===== src/rtl/sirq_pkg.sv =====
package sirq_pkg;

  typedef enum logic [1:0] {
    ST_IDLE   = 2'd0,
    ST_FRAMES = 2'd1,
    ST_STOP   = 2'd2
  } sirq_state_e;

  typedef enum logic [1:0] {
    PH_SAMPLE  = 2'd0,
    PH_RECOVER = 2'd1,
    PH_TURN    = 2'd2
  } sirq_phase_e;

  // Cycle (counted from the start pulse's rising edge) of slot f's sample clock.
  function automatic int unsigned sample_cycle(int unsigned f);
    return 3 * f - 1;
  endfunction

  // Slot number that owns cycle c (valid for c >= 2).
  function automatic int unsigned slot_frame(int unsigned c);
    return (c + 1) / 3;
  endfunction

  // Phase within the owning slot for cycle c.
  function automatic sirq_phase_e slot_phase(int unsigned c);
    case ((c + 1) % 3)
      0:       return PH_SAMPLE;
      1:       return PH_RECOVER;
      default: return PH_TURN;
    endcase
  endfunction

endpackage


===== src/rtl/sirq_sync.sv =====
module sirq_sync #(
  parameter int W = 4,
  parameter logic [W-1:0] RST_VAL = '0
) (
  input  logic         clk,
  input  logic         rst_n,
  input  logic [W-1:0] d,
  output logic [W-1:0] q
);
  logic [W-1:0] meta;

  always_ff @(posedge clk or negedge rst_n) begin
    if (!rst_n) begin
      meta <= RST_VAL;
      q    <= RST_VAL;
    end else begin
      meta <= d;
      q    <= meta;
    end
  end
endmodule


===== src/rtl/sirq_line_mon.sv =====
module sirq_line_mon #(
  parameter int RUN_W = 4
) (
  input  logic             clk,
  input  logic             rst_n,
  input  logic             line,
  output logic             rise,
  output logic [RUN_W-1:0] run_len
);
  localparam logic [RUN_W-1:0] RUN_MAX = '1;

  logic prev_line;

  // A rise is a high sample right after a low one; run_len then holds the low width.
  assign rise = !prev_line && line;

  always_ff @(posedge clk or negedge rst_n) begin
    if (!rst_n) begin
      prev_line <= 1'b1;
      run_len   <= '0;
    end else begin
      prev_line <= line;
      if (line)                   run_len <= '0;
      else if (run_len != RUN_MAX) run_len <= run_len + RUN_W'(1);
    end
  end
endmodule


===== src/rtl/sirq_report_map.sv =====
module sirq_report_map #(
  parameter int NFR       = 16,
  parameter int SMI_FRAME = 3,
  parameter int POL_IRQ   = 8
) (
  input  logic [NFR-1:1] irq_lvl,
  input  logic           smi_n,
  input  logic           smi_en,
  input  logic           irq8_inv,
  output logic [NFR-1:0] frame_lvl   // bit f-1 = level reported in slot f
);
  assign frame_lvl[0] = 1'b1;   // slot 1 is reserved and never pulled low

  for (genvar f = 2; f <= NFR; f++) begin : g_slot
    if (f == SMI_FRAME) begin : g_shared
      assign frame_lvl[f-1] = irq_lvl[f-1] & ~(smi_en & ~smi_n);
    end else if ((f - 1) == POL_IRQ) begin : g_pol
      assign frame_lvl[f-1] = irq_lvl[f-1] ^ irq8_inv;
    end else begin : g_plain
      assign frame_lvl[f-1] = irq_lvl[f-1];
    end
  end
endmodule


===== src/rtl/sirq_slot_drv.sv =====
module sirq_slot_drv
  import sirq_pkg::*;
#(
  parameter int NFR = 16,
  parameter int CW  = 6
) (
  input  logic           clk,
  input  logic           rst_n,
  input  logic           slot_en,    // next clock belongs to the data slots
  input  logic [CW-1:0]  nxt_idx,    // cycle index of the next clock
  input  logic [NFR-1:0] lvl,        // frozen per-slot levels
  output logic           sirq_oe,
  output logic           sirq_out
);
  localparam int unsigned FIRST_CYC = sample_cycle(1);
  localparam int unsigned LAST_CYC  = sample_cycle(NFR) + 2;
  localparam int FW = (NFR > 1) ? $clog2(NFR) : 1;

  int unsigned  ni;
  logic         in_range;
  sirq_phase_e  ph;
  logic [FW-1:0] fsel;
  logic         oe_d, out_d;

  always_comb begin
    ni       = 32'(nxt_idx);
    in_range = slot_en && (ni >= FIRST_CYC) && (ni <= LAST_CYC);
    ph       = slot_phase(ni);
    fsel     = in_range ? FW'(slot_frame(ni) - 1) : '0;
    oe_d     = 1'b0;
    out_d    = 1'b1;
    if (in_range) begin
      case (ph)
        PH_SAMPLE: begin
          oe_d  = !lvl[fsel];
          out_d = 1'b0;
        end
        PH_RECOVER: begin
          oe_d  = sirq_oe && !sirq_out;   // restore only what this agent pulled low
          out_d = 1'b1;
        end
        default: begin
          oe_d  = 1'b0;
          out_d = 1'b1;
        end
      endcase
    end
  end

  always_ff @(posedge clk or negedge rst_n) begin
    if (!rst_n) begin
      sirq_oe  <= 1'b0;
      sirq_out <= 1'b1;
    end else begin
      sirq_oe  <= oe_d;
      sirq_out <= out_d;
    end
  end
endmodule


===== src/rtl/sirq_slave.sv =====
module sirq_slave
  import sirq_pkg::*;
#(
  parameter int NFR        = 16,
  parameter int START_MIN  = 4,
  parameter int QUIET_STOP = 2,
  parameter int CONT_STOP  = 3,
  parameter int RUN_W      = 4,
  parameter int SMI_FRAME  = 3,
  parameter int POL_IRQ    = 8
) (
  input  logic           clk,
  input  logic           rst_n,
  input  logic           sirq_in,
  input  logic [NFR-1:1] irq_lvl,
  input  logic           smi_n,
  input  logic           smi_frame_en,
  input  logic           irq8_inv,
  output logic           sirq_oe,
  output logic           sirq_out,
  output logic           quiet_mode
);
  localparam int unsigned LAST_CYC = sample_cycle(NFR) + 2;
  localparam int CW = $clog2(LAST_CYC + 1);
  localparam int SW = NFR + 2;
  localparam logic [SW-1:0] SYNC_RST = {1'b0, 1'b0, 1'b1, {(NFR-1){1'b1}}};

  sirq_state_e    state;
  logic [CW-1:0]  cyc_idx;
  logic [CW-1:0]  nxt_idx;
  logic [NFR-1:0] frame_lvl, snap;
  logic           rise;
  logic [RUN_W-1:0] run_len;

  // Named internal events, also observed by the bound checker.
  logic start_go, stop_done, frames_end, in_frames, slot_en;

  logic [NFR-1:1] irq_s;
  logic           smi_n_s, smi_en_s, inv_s;

  sirq_sync #(.W(SW), .RST_VAL(SYNC_RST)) u_sync (
    .clk   (clk),
    .rst_n (rst_n),
    .d     ({irq8_inv, smi_frame_en, smi_n, irq_lvl}),
    .q     ({inv_s, smi_en_s, smi_n_s, irq_s})
  );

  sirq_line_mon #(.RUN_W(RUN_W)) u_mon (
    .clk     (clk),
    .rst_n   (rst_n),
    .line    (sirq_in),
    .rise    (rise),
    .run_len (run_len)
  );

  sirq_report_map #(.NFR(NFR), .SMI_FRAME(SMI_FRAME), .POL_IRQ(POL_IRQ)) u_map (
    .irq_lvl   (irq_s),
    .smi_n     (smi_n_s),
    .smi_en    (smi_en_s),
    .irq8_inv  (inv_s),
    .frame_lvl (frame_lvl)
  );

  assign in_frames  = (state == ST_FRAMES);
  assign start_go   = (state == ST_IDLE) && rise && (run_len >= RUN_W'(START_MIN));
  assign stop_done  = (state == ST_STOP) && rise;
  assign frames_end = in_frames && (cyc_idx == CW'(LAST_CYC));
  assign slot_en    = start_go || (in_frames && !frames_end);
  assign nxt_idx    = start_go ? CW'(1) : cyc_idx + CW'(1);

  always_ff @(posedge clk or negedge rst_n) begin
    if (!rst_n) begin
      state      <= ST_IDLE;
      cyc_idx    <= '0;
      snap       <= '1;
      quiet_mode <= 1'b0;
    end else begin
      case (state)
        ST_IDLE:   if (start_go)   state <= ST_FRAMES;
        ST_FRAMES: if (frames_end) state <= ST_STOP;
        ST_STOP:   if (stop_done)  state <= ST_IDLE;
        default:                   state <= ST_IDLE;
      endcase
      cyc_idx <= slot_en ? nxt_idx : '0;
      if (start_go) snap <= frame_lvl;
      if (stop_done) begin
        if (run_len == RUN_W'(QUIET_STOP))     quiet_mode <= 1'b1;
        else if (run_len == RUN_W'(CONT_STOP)) quiet_mode <= 1'b0;
      end
    end
  end

  sirq_slot_drv #(.NFR(NFR), .CW(CW)) u_drv (
    .clk      (clk),
    .rst_n    (rst_n),
    .slot_en  (slot_en),
    .nxt_idx  (nxt_idx),
    .lvl      (snap),
    .sirq_oe  (sirq_oe),
    .sirq_out (sirq_out)
  );
endmodule


===== config.mk =====
export PLATFORM = sky130hd
export DESIGN_NAME = sirq_slave
export DESIGN_NICKNAME = d
export VERILOG_FILES = /design/src/rtl/sirq_pkg.sv /design/src/rtl/sirq_sync.sv /design/src/rtl/sirq_line_mon.sv /design/src/rtl/sirq_report_map.sv /design/src/rtl/sirq_slot_drv.sv /design/src/rtl/sirq_slave.sv
export SDC_FILE = /design/constraint.sdc
export NUM_CORES = 1
export LEC_CHECK = 0
export BUFFER_PORTS_ARGS = -buffer_cell sky130_fd_sc_hd__buf_2
export CORE_UTILIZATION = 60
export DETAILED_ROUTE_END_ITERATION = 8
export PLACE_DENSITY = 0.9
export SLEW_MARGIN = 25
export SYNTH_ARGS = -nofsm -noshare
export SYNTH_HDL_FRONTEND = slang
export SYNTH_SLANG_ARGS = --single-unit

===== constraint.sdc =====
create_clock -name clk -period 8.5 [get_ports clk]
set_input_delay 0.425 -clock clk [delete_from_list [all_inputs] [get_ports clk]]
set_output_delay 0.425 -clock clk [all_outputs]
set_load 0.005 [all_outputs]

==> flow_metrics.env <==
export IMPL_row_count=27
export IMPL_leakage_uw=0.00174
export IMPL_via_count=2812
export IMPL_power_density_mw_per_mm2=464
export IMPL_crit_required_ns=8.76
export IMPL_end_kind="register"
export IMPL_placed_area_sq_mm=0.00378
export IMPL_slew_headroom=0.464
export IMPL_drive_gt1_frac=0.321
export IMPL_grt_use_met1=0.319
export IMPL_syn_num_nets=376
export IMPL_syn_area_per_cell_sq_um=10.6
export IMPL_dieArea_sq_mm=0.00634
export IMPL_grt_pass1_vias=2754
export IMPL_finalCritPeriodShare=0.920
export IMPL_yosys_warnings=0
export IMPL_synthFlopType="dfstp_2"
export IMPL_min_period_ns=7.82
export IMPL_port_buffers=23
export IMPL_grt_max_degree=68
export IMPL_antenna_found_initial=0
export IMPL_worstSetupPathType="reg2reg"
export IMPL_slowest_delay_ns=0.47
export IMPL_dp_cells=427
export IMPL_min_path_type="in2reg"
export IMPL_cp_slowest_cell="dfrtp_1"
export IMPL_cts_tree="done"
export IMPL_drc=0
export IMPL_ys_top_cells_by_count="nand2_1 (57), dfstp_2 (49), nor2_1 (21)"
export IMPL_yosysMostFrequentCell="nand2_1"
export IMPL_ir_drop_uv=344
export IMPL_use_met2=0.444
export IMPL_drv_slew=0
export IMPL_ys_ff_latch=67
export IMPL_synth_edf_count=0
export IMPL_wire_per_inst_um=17.3
export IMPL_gp_congestion=0.872
export IMPL_crit_fanout=20
export IMPL_hold_viol=0
export IMPL_postCtsSetupBuffers=0
export IMPL_synth_top_area_share=0.356
export IMPL_routed_via_density=6.35
export IMPL_first_iter_violations=200
export IMPL_nets=401
export IMPL_timing_hold_ws_ns=0.174
export IMPL_clockBufferDepth=2
export IMPL_numCtsBuffers=9
export IMPL_grt_pass1_wl_um=12600
export IMPL_cts_sinks=67
export IMPL_seq_area_frac_synth=0.481
export IMPL_syn_inst=341
export IMPL_pin_count=24
export IMPL_yosys_area_top_type="dfstp_2"
export IMPL_cts_reportedPaths_clkPinSlew_ns=0.08
export IMPL_met3_usage=0.0514
export IMPL_synth_area_sq_mm=0.00362
export IMPL_fin_util=0.706
export IMPL_status="complete, no violations"
export IMPL_synth_cell_types=81
export IMPL_core_sq_mm=0.00564
export IMPL_n_antenna_cell=0
export IMPL_die_h_um=79.6
export IMPL_finalWirelength_um=7680
export IMPL_finalInstanceArea_sq_mm=0.00399
export IMPL_insertion_delay_ns=0.34
export IMPL_start_kind="register"
export IMPL_cap_violations=0
export IMPL_finalNonFillerCells=443
export IMPL_start_util=0.641
export IMPL_cts_root_buf="clkbuf_8"
export IMPL_skew_ns=0.0105
export IMPL_grt_usage=0.266
export IMPL_busiest_layer="met2"
export IMPL_arrival_ns=8.08
export IMPL_synth_area_leaders="dfstp_2 (36%), dfrtp_1 (12%), nand2_1 (5.9%)"
export IMPL_post_dp_hpwl_um=5110
export IMPL_finalSetupViolCount=0
export IMPL_grt_ovfl_total=0
export IMPL_rsz0062_at_grt="no"
export IMPL_dr_pass1_iters=5
export IMPL_max_freq_mhz=128
export IMPL_antenna_left=0
export IMPL_setup_tns_ns=0
export IMPL_worstMarginPinSlew_ns=0.801
export IMPL_area_growth_pct=10.2
export IMPL_htreeDepth=3
export IMPL_cts_resized=0
export IMPL_dieWidth_um=79.6
export IMPL_synthArstFlopShare=1.00
export IMPL_cp_common_cell="ha_1"
export IMPL_hold_buffers=0
sequential cells by signal (all words and copies together), names as in the netlist:
| signal | flops |
|---|---|
| state | 2 |
| u_sync.meta | 18 |
| quiet_mode | 1 |
| u_sync.q | 18 |
| u_drv.sirq_oe | 1 |
| cyc_idx | 6 |
| u_mon.run_len | 4 |
| u_drv.sirq_out | 1 |
| u_mon.prev_line | 1 |
| snap | 15 |
cells by family after synthesis:
family / after synthesis / synth area share
xor+xnor: 12 / 0.0332
flops: 67 / 0.481
mux: 10 / 0.0308
simple gates: 134 / 0.191
compound gates: 79 / 0.184
fa+ha+maj: 14 / 0.0484
buf+inv: 25 / 0.0322
final timing paths:
kind                                                    from                            to  slack (ns)  depth (start not counted)
worst max-delay path            u_mon.run_len[2]$_DFFE_PN0P_       u_drv.sirq_oe$_DFF_PN0_        0.68                         33
worst min-delay path                             irq_lvl[10]      u_sync.meta[9]$_DFF_PN1_        0.17                          1
worst max register to register  u_mon.run_len[2]$_DFFE_PN0P_       u_drv.sirq_oe$_DFF_PN0_        0.68                         33
worst min register to register      u_sync.meta[1]$_DFF_PN1_         u_sync.q[1]$_DFF_PN1_        0.35                          0
max in group asynchronous                              rst_n       u_drv.sirq_oe$_DFF_PN0_        7.76                          2
min in group asynchronous                              rst_n  u_mon.run_len[3]$_DFFE_PN0P_        0.24                          2
cell usage in the layout (no fill, tap or decap), drive strengths merged, types with 4 or more instances in the layout:
cell / instances
nand2: 58
dfstp: 49
buf: 26
nor2: 21
dfrtp: 18
inv: 15
ha: 14
o21ai: 14
a21oi: 11
clkbuf: 10
nand3: 10
nor3: 9
xnor2: 8
mux2i: 7
a31oi: 6
and3: 5
nand2b: 5
a211oi: 5
nor2b: 4
and2: 4
xor2: 4
critical path, delay by kind of cell (launching register included):
family,cells,cell delay (ns)
AO/OA/AOI/OAI,14,3.21
buffers and inverters,3,0.36
flip-flops,1,0.47
XOR/XNOR,1,0.19
multiplexers,2,0.41
AND/OR/NAND/NOR,8,1.58
adder cells (fa/ha/maj),5,1.50
metrics by stage:
stage,total power (uW),setup WS [ns]
4_1_cts,1840,0.769
5_1_grt,1970,0.136
2_1_floorplan,1360,1.65
3_5_place_dp,1540,0.777
6_report,1850,0.678
3_3_place_gp,1470,1.32
routing by layer:
metal | vias up | wire [um]
li1 | 1273 | -
met1 | 1383 | 3040
met2 | 123 | 4030
met3 | 33 | 355
met4 | 0 | 261
met5 | - | 0
report_power, final:
group          internal (uW)  leakage [uW]  total [uW]  switching (uW)
clock network            146     0.0000995         270             124
logic                    480      0.000890        1150             665
registers                390      0.000748         435            44.9
area by class of cell:
cell class	instances	area, sq um
well taps	72	90.1
flip-flops and latches	67	1740
clock buffers	10	138
multi-input cells	249	1760
repair buffers	26	138
fillers	362	1660
clock inverters	6	71.3
inverters	13	48.8
Power figures use the tool's default switching activity.
